===== config.mk =====
export PLATFORM = sky130hd
export DESIGN_NAME = wdt_secure
export DESIGN_NICKNAME = d
export VERILOG_FILES = /design/src/rtl/wdt_pkg.sv /design/src/rtl/wdt_regs.sv /design/src/rtl/wdt_counter.sv /design/src/rtl/wdt_lfsr.sv /design/src/rtl/wdt_fsm.sv /design/src/rtl/wdt_secure.sv
export SDC_FILE = /design/constraint.sdc
export NUM_CORES = 1
export LEC_CHECK = 0
export ABC_AREA = 1
export BUFFER_PORTS_ARGS = -buffer_cell sky130_fd_sc_hd__buf_2
export CELL_PAD_IN_SITES_DETAIL_PLACEMENT = 0
export CELL_PAD_IN_SITES_GLOBAL_PLACEMENT = 1
export CORE_UTILIZATION = 46
export DETAILED_ROUTE_END_ITERATION = 16
export GPL_TIMING_DRIVEN = 0
export HOLD_SLACK_MARGIN = 0.05
export PLACE_DENSITY = 0.95
export SLEW_MARGIN = 20
export SYNTH_ARGS = -nofsm -noshare
export SYNTH_HDL_FRONTEND = slang
export SYNTH_HIERARCHICAL = 1
export SYNTH_SLANG_ARGS = --single-unit

===== constraint.sdc =====
create_clock -name clk -period 3.65 [get_ports clk]
set_input_delay 0.365 -clock clk [delete_from_list [all_inputs] [get_ports clk]]
set_output_delay 0.365 -clock clk [all_outputs]
set_load 0.05 [all_outputs]

===== src/rtl/wdt_pkg.sv =====
`timescale 1ns/1ps
package wdt_pkg;
    typedef enum logic [1:0] {
        WD_IDLE = 2'd0,
        WD_RUN  = 2'd1,
        WD_FIRE = 2'd2
    } wd_state_t;

    localparam int          ADDR_W      = 2;
    localparam logic [1:0]  ADDR_CTRL   = 2'd0;
    localparam logic [1:0]  ADDR_RELOAD = 2'd1;
    localparam logic [1:0]  ADDR_CLEAR  = 2'd2;

    localparam int          CTRL_EN_BIT  = 0;
    localparam int          CTRL_SEC_BIT = 1;

    localparam int          KEY_W    = 8;
    localparam logic [7:0]  KEY_TAPS = 8'h63;
endpackage


===== src/rtl/wdt_regs.sv =====
`timescale 1ns/1ps
module wdt_regs
    import wdt_pkg::*;
#(
    parameter int DATA_W = 16,
    parameter int CNT_W  = 16
) (
    input  logic              clk,
    input  logic              rst_n,
    input  logic              wr_en,
    input  logic [ADDR_W-1:0] wr_addr,
    input  logic [DATA_W-1:0] wr_data,
    input  logic              idle,
    output logic [CNT_W-1:0]  reload_q,
    output logic              secure_q,
    output logic              start,
    output logic              seed_wr,
    output logic [KEY_W-1:0]  seed_val,
    output logic              kick,
    output logic [KEY_W-1:0]  kick_val
);
    logic hit_ctrl, hit_reload, hit_clear;

    always_comb begin
        hit_ctrl   = wr_en && (wr_addr == ADDR_CTRL);
        hit_reload = wr_en && (wr_addr == ADDR_RELOAD);
        hit_clear  = wr_en && (wr_addr == ADDR_CLEAR);
    end

    always_ff @(posedge clk) begin
        if (!rst_n) begin
            reload_q <= '0;
            secure_q <= 1'b0;
        end else if (idle) begin
            if (hit_reload) reload_q <= wr_data[CNT_W-1:0];
            if (hit_ctrl)   secure_q <= wr_data[CTRL_SEC_BIT];
        end
    end

    always_comb begin
        start    = idle && hit_ctrl && wr_data[CTRL_EN_BIT];
        seed_wr  = idle && hit_clear;
        seed_val = wr_data[KEY_W-1:0];
        kick     = !idle && hit_clear;
        kick_val = wr_data[KEY_W-1:0];
    end
endmodule


===== src/rtl/wdt_counter.sv =====
`timescale 1ns/1ps
module wdt_counter #(
    parameter int CNT_W = 16
) (
    input  logic             clk,
    input  logic             rst_n,
    input  logic             clr,
    input  logic             load,
    input  logic [CNT_W-1:0] load_val,
    input  logic             dec,
    output logic [CNT_W-1:0] q,
    output logic             zero
);
    localparam logic [CNT_W-1:0] ONE = CNT_W'(1);

    always_ff @(posedge clk) begin
        if (!rst_n)     q <= '0;
        else if (clr)   q <= '0;
        else if (load)  q <= load_val;
        else if (dec)   q <= q - ONE;
    end

    assign zero = (q == '0);


    load_value_chk: assert property (@(posedge clk) disable iff (!rst_n)
        (load && !clr) |=> (q == $past(load_val)));


    count_down_chk: assert property (@(posedge clk) disable iff (!rst_n)
        (dec && !load && !clr && !zero) |=> (q == $past(q) - ONE));
endmodule


===== src/rtl/wdt_lfsr.sv =====
`timescale 1ns/1ps
module wdt_lfsr #(
    parameter int               W    = 8,
    parameter logic [W-1:0]     TAPS = 8'h63
) (
    input  logic         clk,
    input  logic         rst_n,
    input  logic         clr,
    input  logic         load,
    input  logic [W-1:0] load_val,
    input  logic         adv,
    output logic [W-1:0] q
);
    logic [W-1:0] nxt;

    generate
        for (genvar i = 0; i < W; i++) begin : g_bit
            if (i == 0) begin : g_lsb
                assign nxt[i] = TAPS[i] & q[W-1];
            end else begin : g_up
                assign nxt[i] = q[i-1] ^ (TAPS[i] & q[W-1]);
            end
        end
    endgenerate

    always_ff @(posedge clk) begin
        if (!rst_n)     q <= '0;
        else if (clr)   q <= '0;
        else if (load)  q <= load_val;
        else if (adv)   q <= nxt;
    end


    advance_chk: assert property (@(posedge clk) disable iff (!rst_n)
        (adv && !clr && !load) |=>
            (q == (({$past(q[W-2:0]), 1'b0}) ^ ($past(q[W-1]) ? TAPS : '0))));


    clear_chk: assert property (@(posedge clk) disable iff (!rst_n)
        clr |=> (q == '0));


    seed_chk: assert property (@(posedge clk) disable iff (!rst_n)
        (load && !clr) |=> (q == $past(load_val)));
endmodule


===== src/rtl/wdt_fsm.sv =====
`timescale 1ns/1ps
module wdt_fsm
    import wdt_pkg::*;
(
    input  logic             clk,
    input  logic             rst_n,
    input  logic             start,
    input  logic             kick,
    input  logic [KEY_W-1:0] kick_val,
    input  logic [KEY_W-1:0] expect_val,
    input  logic             secure,
    input  logic             zero,
    output logic             idle,
    output logic             cnt_load,
    output logic             cnt_dec,
    output logic             cnt_clr,
    output logic             key_adv,
    output logic             key_clr,
    output logic             wd_rst
);
    wd_state_t st, nxt;
    logic      kick_ok;

    always_comb begin
        if (secure) kick_ok = (expect_val != '0) && (kick_val == expect_val);
        else        kick_ok = 1'b1;
    end

    always_ff @(posedge clk) begin
        if (!rst_n) st <= WD_IDLE;
        else        st <= nxt;
    end

    always_comb begin
        nxt = st;
        unique case (st)
            WD_IDLE: if (start) nxt = WD_RUN;
            WD_RUN: begin
                if (kick)      nxt = kick_ok ? WD_RUN : WD_FIRE;
                else if (zero) nxt = WD_FIRE;
            end
            WD_FIRE: nxt = WD_IDLE;
            default: nxt = WD_IDLE;
        endcase
    end

    always_comb begin
        idle     = 1'b0;
        cnt_load = 1'b0;
        cnt_dec  = 1'b0;
        cnt_clr  = 1'b0;
        key_adv  = 1'b0;
        key_clr  = 1'b0;
        wd_rst   = 1'b0;
        unique case (st)
            WD_IDLE: begin
                idle     = 1'b1;
                cnt_load = start;
            end
            WD_RUN: begin
                cnt_load = kick && kick_ok;
                key_adv  = kick && kick_ok && secure;
                cnt_dec  = !kick && !zero;
            end
            WD_FIRE: begin
                wd_rst  = 1'b1;
                cnt_clr = 1'b1;
                key_clr = 1'b1;
            end
            default: idle = 1'b1;
        endcase
    end


    mismatch_fire_chk: assert property (@(posedge clk) disable iff (!rst_n)
        (st == WD_RUN && kick && secure && kick_val != expect_val) |=> wd_rst);


    single_pulse_chk: assert property (@(posedge clk) disable iff (!rst_n)
        wd_rst |=> (!wd_rst && idle));


    kick_wins_chk: assert property (@(posedge clk) disable iff (!rst_n)
        (st == WD_RUN && kick && zero &&
         (!secure || (expect_val != '0 && kick_val == expect_val))) |=> !wd_rst);
endmodule


===== src/rtl/wdt_secure.sv =====
`timescale 1ns/1ps
module wdt_secure
    import wdt_pkg::*;
#(
    parameter int DATA_W = 16,
    parameter int CNT_W  = 16
) (
    input  logic              clk,
    input  logic              rst_n,
    input  logic              wr_en,
    input  logic [1:0]        wr_addr,
    input  logic [DATA_W-1:0] wr_data,
    output logic              wdt_rst_o
);
    logic [CNT_W-1:0] reload_q, cnt_q;
    logic             secure_q, start, seed_wr, kick, idle, zero;
    logic [KEY_W-1:0] seed_val, kick_val, key_q;
    logic             cnt_load, cnt_dec, cnt_clr, key_adv, key_clr;

    wdt_regs #(.DATA_W(DATA_W), .CNT_W(CNT_W)) u_regs (
        .clk(clk), .rst_n(rst_n), .wr_en(wr_en), .wr_addr(wr_addr),
        .wr_data(wr_data), .idle(idle), .reload_q(reload_q),
        .secure_q(secure_q), .start(start), .seed_wr(seed_wr),
        .seed_val(seed_val), .kick(kick), .kick_val(kick_val)
    );

    wdt_counter #(.CNT_W(CNT_W)) u_cnt (
        .clk(clk), .rst_n(rst_n), .clr(cnt_clr), .load(cnt_load),
        .load_val(reload_q), .dec(cnt_dec), .q(cnt_q), .zero(zero)
    );

    wdt_lfsr #(.W(KEY_W), .TAPS(KEY_TAPS)) u_key (
        .clk(clk), .rst_n(rst_n), .clr(key_clr), .load(seed_wr),
        .load_val(seed_val), .adv(key_adv), .q(key_q)
    );

    wdt_fsm u_fsm (
        .clk(clk), .rst_n(rst_n), .start(start), .kick(kick),
        .kick_val(kick_val), .expect_val(key_q), .secure(secure_q),
        .zero(zero), .idle(idle), .cnt_load(cnt_load), .cnt_dec(cnt_dec),
        .cnt_clr(cnt_clr), .key_adv(key_adv), .key_clr(key_clr),
        .wd_rst(wdt_rst_o)
    );


    idle_quiet_chk: assert property (@(posedge clk) disable iff (!rst_n)
        (idle && !start) |=> !wdt_rst_o);
endmodule


Word level (Yosys, flattened, before mapping)

Cells that the tools add are included.

Add/sub/neg operators: 1
Eq/ne operators: 7
Muxes and demuxes: 15
Bitwise operators: 5
Reduce and logical (&&, ||, !) cells: 24

Operators with widths:

| kind                    | number |
|---|---|
| $mux W16                | 2 |
| $logic_not A16 Y1       | 1 |
| $mux W8                 | 2 |
| $sub A16 B1 Y16 const B | 1 |
| $logic_and A1 B1 Y1     | 11 |
| $eq A8 B8 Y1            | 1 |
| $mux W2                 | 4 |
| $reduce_bool A8 Y1      | 1 |
| $reduce_and A2 Y1       | 3 |
| $mux W1                 | 5 |
| $eq A2 B1 Y1 const B    | 2 |
| $eq A2 B2 Y1 const B    | 2 |
| $logic_not A2 Y1        | 2 |
| $pmux W2 S2             | 1 |
| $reduce_bool A2 Y1      | 2 |
| $reduce_or A2 Y1        | 2 |
| $ne A3 B1 Y1 const B    | 1 |
| $xor A1 B1 Y1           | 3 |
| $logic_not A1 Y1        | 2 |
| $ne A2 B1 Y1 const B    | 1 |
| $not A1 Y1              | 2 |
| $pmux W1 S2             | 1 |

Flip-flop bits (word level): 43
Input port bits: 21

Depth between registers and ports, before layout

Depth after elaboration: 8
Mapped depth: 18
Depth with buffers taken out: 16

Hierarchy

The synthesis kept the hierarchy.

Modules (own cells, without submodules):

| module      | instances | cells each | area each (um^2) |
|---|---|---|---|
| wdt_counter | 1         | 177        | 1142.3 |
| wdt_regs    | 1         | 135        | 915.9 |
| wdt_lfsr    | 1         | 71         | 436.7 |
| wdt_fsm     | 1         | 70         | 366.6 |

Worst setup path after synthesis

No wires, ideal clock.

Path type: flip-flop to flip-flop
From: register u_cnt.q[0]
To: register u_cnt.q[12]
Arrival: 1938 ps
Data required time: 3522 ps
Path slack: 1585 ps
Cell stages (with the launch flop): 18
Buffers on the path: 2
Clock period less this slack: 2065 ps
Cells stage by stage: dfxtp_1 > inv_2 > ha_1 > inv_1 > nor2_2 > nand3_2 > nor2_1 > nand2_1 > nor4_2 > nor3b_2 > buf_4 > nand2_1 > inv_2 > buf_4 > nand3_1 > nand2_1 > nor2_1 > nor2_1

Word-level cells in the longest chain between the ends: 5
Elaborated cells on any way between the ends: 8
Those cells by class: 1 x add/sub; 3 x mux; 4 x reduce/logical

Ends and longest elaborated chain:

| what                         | line              | RTL |
|---|---|---|
| start, declared              | wdt_counter.sv:11 | `output logic [CNT_W-1:0] q,` |
| start signal, assigned       | wdt_counter.sv:19 | `else if (load) q <= load_val;` |
| start signal, assigned       | wdt_counter.sv:20 | `else if (dec) q <= q - ONE;` |
| $logic_not A16 Y1            | wdt_counter.sv:23 | `assign zero = (q == '0);` |
| net zero                     | wdt_secure.sv:16  | `logic secure_q, start, seed_wr, kick, idle, zero;` |
| $logic_not A1 Y1             | wdt_fsm.sv:63     | `cnt_dec = !kick && !zero;` |
| $logic_and A1 B1 Y1          | wdt_fsm.sv:63     |  |
| $mux W1                      | wdt_fsm.sv:55     | `unique case (st)` |
| net cnt_dec                  | wdt_secure.sv:18  | `logic cnt_load, cnt_dec, cnt_clr, key_adv, key_clr;` |
| $reduce_bool A2 Y1 (no line) | --                |  |

The timed path passes the listed nets, and every way through them passes these cells. The select of a mux whose other input is x is not followed.
A chain may end at the register's enable or synchronous reset.

Worst setup path after layout

Ends and elaborated chain as after synthesis.

==> run_results.csv <==
group,metric,value,unit
floorplanning,ios,22,
placed_design,detailed_place_hpwl,4.92,mm
worst_setup_path,worst_setup_path_start_kind,"flip-flop",
worst_setup_path,critical_path_class,"flip-flop to flip-flop",
routing,route.detailed.wl_per_inst,11.6,µm
logic_synthesis,synth_top_family_by_area,"simple AND/OR/NAND/NOR gates",
floorplanning,die_w,80.9,µm
global_routing,grt_pass1_wl,10.9,mm
logic_synthesis,synth_warnings,6,
routing,routed-via-count,2663,
min_path,holdCritPathClass,"input port to flip-flop",
sta,final_critical_path_setup_slack,1060,ps
worst_setup_path,setup.worst_path.end_class,"flip-flop",
clock_tree,clk_transition_reported_paths,90,ps
sta,post_route_clock_period_utilization,71.0,%
sta,hold_violations,0,
sta,total_count_of_max_transition_violations_in_the_final_report,0,
final_layout,fin_area,3200,µm²
routing,drtPass1Iterations,4,
clock_tree,cts-buffers-inserted,5,
worst_setup_path,crit_required,3830,ps
clock_tree,maximum_root_to_sink_buffer_count,2,
routing,detail-route-antenna-nets,0,
logic_synthesis,synth-main-ff-cell,"sky130_fd_sc_hd__dfxtp_1",
floorplanning,floorplan.initialDensity,48.0,%
logic_synthesis,yosys.area_share.adder,1.75,%
routing,detail_route.vias_per_cell,4.78,
sta,tightest_slew,499,ps
clock_tree,tritoncts_num_sinks,43,
sta,fin_hold_ws,349,ps
clock_tree,ctsResizeCount,0,
sta,grt_setup_unrepaired,"false",
logic_synthesis,synth_cells,453,
routing,drc,0,
power,power.ir.vdd_worst,0.000432,V
logic_synthesis,post_synthesis_compound_gate_area_fraction,8.26,%
logic_synthesis,ys_seq_elements,43,
job,drv.max_cap_violation_count,0,
power,power_per_cell_area,743,nW/µm²
final_layout,final_core_utilization,53.7,%
global_routing,grt_antenna_before_repair,0,
placed_design,placement.cell_area,3060,µm²
logic_synthesis,synthesis.area,2860,µm²
final_layout,layout-area-overhead-vs-synth,11.7,%
logic_synthesis,synth-async-reset-ratio,0,%
routing,finalWirelength,6.45,mm
logic_synthesis,yosys.area_share.xor_xnor,1.53,%
placed_design,dpl_worst_slack,1100,ps
logic_synthesis,synth_area_in_simple_gates,40.5,%
logic_synthesis,number_of_synthesized_flops_with_an_enable_pin,0,
floorplanning,core.rowCount,28,
final_layout,antenna-diode-count,0,
logic_synthesis,netlist-cell-type-count,36,
worst_setup_path,crit_path_max_fanout,10,
logic_synthesis,syn_nets,478,
sta,setup_violations,0,
clock_tree,cts_max_level,2,
clock_tree,cts_tree,"done",
outcome,status,"completed",
sta,finalCriticalPeriod,2590,ps
sta,maxSlewHeadroom,66.4,%
final_layout,fin_nets,506,
global_routing,grtUsageTotal,21.5,%
sta,timing.clock.skew,7.04,ps
global_routing,global_route.overflow_total,0,
sta,totalNegativeSetupSlack,0,ps
clock_tree,insertion_delay,300,ps
floorplanning,coreArea,5960,µm²
worst_setup_path,cp.arrival,2780,ps
sta,maxClockFrequency,386,MHz
floorplanning,die_area,6540,µm²
clock_tree,cts.hold.buffers_added,0,
final_layout,post_route_cells_drive_above_1_share,18.5,%
logic_synthesis,syn-mean-instance-area,6.32,µm²
placed_design,number_of_buffers_added_on_ports,21,
placed_design,gp_congestion,0.822,
global_routing,grt_pass1_vias,2389,
logic_synthesis,yosysSeqAreaShare,30.1,%
clock_tree,post_cts_buffers,0,
power,cellLeakagePower,1.62,nW
routing,detail_route.iter0.violations,132,
logic_synthesis,mux_share_of_post_synthesis_cell_area,0,%
floorplanning,die_h,80.9,µm
clock_tree,cts.root.buffer_cell,"sky130_fd_sc_hd__clkbuf_8",
global_routing,grt_max_degree,15,
[Yosys cell counts, types with 3 or more instances]
library cell / count / area share (%)
sky130_fd_sc_hd__nand2_1: 113 / 15
sky130_fd_sc_hd__inv_1: 70 / 9.2
sky130_fd_sc_hd__nor2_1: 65 / 8.5
sky130_fd_sc_hd__nand3_1: 44 / 7.7
sky130_fd_sc_hd__dfxtp_1: 43 / 30
sky130_fd_sc_hd__buf_4: 22 / 5.8
sky130_fd_sc_hd__a21oi_1: 17 / 3.0
sky130_fd_sc_hd__nor2_2: 8 / 1.7
sky130_fd_sc_hd__a22oi_1: 7 / 1.8
sky130_fd_sc_hd__inv_2: 6 / 0.79
sky130_fd_sc_hd__nor2_4: 6 / 2.4
sky130_fd_sc_hd__o21ai_0: 6 / 1.0
sky130_fd_sc_hd__ha_1: 4 / 1.7
sky130_fd_sc_hd__nand2_2: 4 / 0.87
sky130_fd_sc_hd__a31oi_1: 3 / 0.66
sky130_fd_sc_hd__buf_2: 3 / 0.52
sky130_fd_sc_hd__buf_6: 3 / 1.2
sky130_fd_sc_hd__nor3_1: 3 / 0.52
sky130_fd_sc_hd__xor2_1: 3 / 0.92
[kinds of logic (layout without fill, tap and decap cells)]
kind of cell    after synthesis  after routing
simple gates                254            254
buf+inv                     107            136
xor+xnor                      5              5
flops                        43             43
compound gates               40             40
fa+ha+maj                     4              4
[critical path, stage by stage (launching register included)]
cell                      delay (ps)
sky130_fd_sc_hd__dfxtp_1         330
sky130_fd_sc_hd__inv_2            90
sky130_fd_sc_hd__ha_1            190
sky130_fd_sc_hd__inv_1            60
sky130_fd_sc_hd__nor2_2          150
sky130_fd_sc_hd__nand3_2         130
sky130_fd_sc_hd__nor2_1          160
sky130_fd_sc_hd__nand2_1          80
sky130_fd_sc_hd__nor4_2          290
sky130_fd_sc_hd__nor3b_2         110
sky130_fd_sc_hd__buf_4           190
sky130_fd_sc_hd__nand2_1         150
sky130_fd_sc_hd__inv_2            70
sky130_fd_sc_hd__buf_4           180
sky130_fd_sc_hd__nand3_1         110
sky130_fd_sc_hd__nand2_1          60
sky130_fd_sc_hd__nor2_1           90
sky130_fd_sc_hd__nor2_1           40
[registers in the layout (all words and copies together) (netlist names)]
signal           flops
u_regs/reload_q     16
u_key/q              8
u_fsm/st             2
u_cnt/q             16
u_regs/secure_q      1
[layout make-up]
type                       instances  area, µm²
fill                             625       2760
multi-input combinational        303       1490
sequential                        43        861
inverter                          77        289
buffer                            30        221
timing repair buffer              21        105
tap                               75       93.8
clock buffer                       5       68.8
clock inverter                     3       67.6
[layout by cell type, fill, tap and decap left out, drive strengths merged]
master	n
nor4	2
o211ai	1
nand3	46
nand4	2
ha	4
nor3b	1
inv	76
xnor2	2
a211oi	1
o21bai	1
nand2	119
clkinvlp	1
a22oi	7
clkinv	1
a22o	1
nand3b	1
o21ai	8
xor2	3
buf	49
clkbuf	7
nor3	3
a31oi	3
dfxtp	43
nor2	80
a21oi	18
bufinv	2
[worst paths after layout]
kind | from | endpoint | slack, ps | depth (start not counted)
max | u_cnt/q[0] | u_cnt/q[12] | 1060 | 17
min | rst_n | u_fsm/st[0] | 350 | 3
max reg2reg | u_cnt/q[0] | u_cnt/q[12] | 1060 | 17
min reg2reg | u_regs/reload_q[3] | u_regs/reload_q[3] | 490 | 2
[per-layer routing]
layer | share of wire (%) | track usage [%] | vias to the layer above
met3 | 3.0 | 4.16 | 6
met2 | 45 | 35.0 | 43
met4 | 1.3 | 6.79 | 0
li1 | - | - | 1433
met1 | 50 | 28.5 | 1181
met5 | 0 | 0 | -
[stage by stage]
step / std cells / total power [mW]
after floorplan: 453 / 1.66
after CTS: 557 / 2.38
after global routing: 557 / 2.59
final: 557 / 2.38
after detailed placement: 549 / 1.92
after global placement: 549 / 1.88
[where the power goes]
| group | leakage, nW | internal [mW] | switching (mW) |
|---|---|---|---|
| Sequential | 0.349 | 0.568 | 0.121 |
| Clock | 0.0644 | 0.273 | 0.180 |
| Combinational | 1.21 | 0.477 | 0.758 |
| Total | 1.62 | 1.32 | 1.06 |
Note: power is estimated with default switching activity, not from simulation.
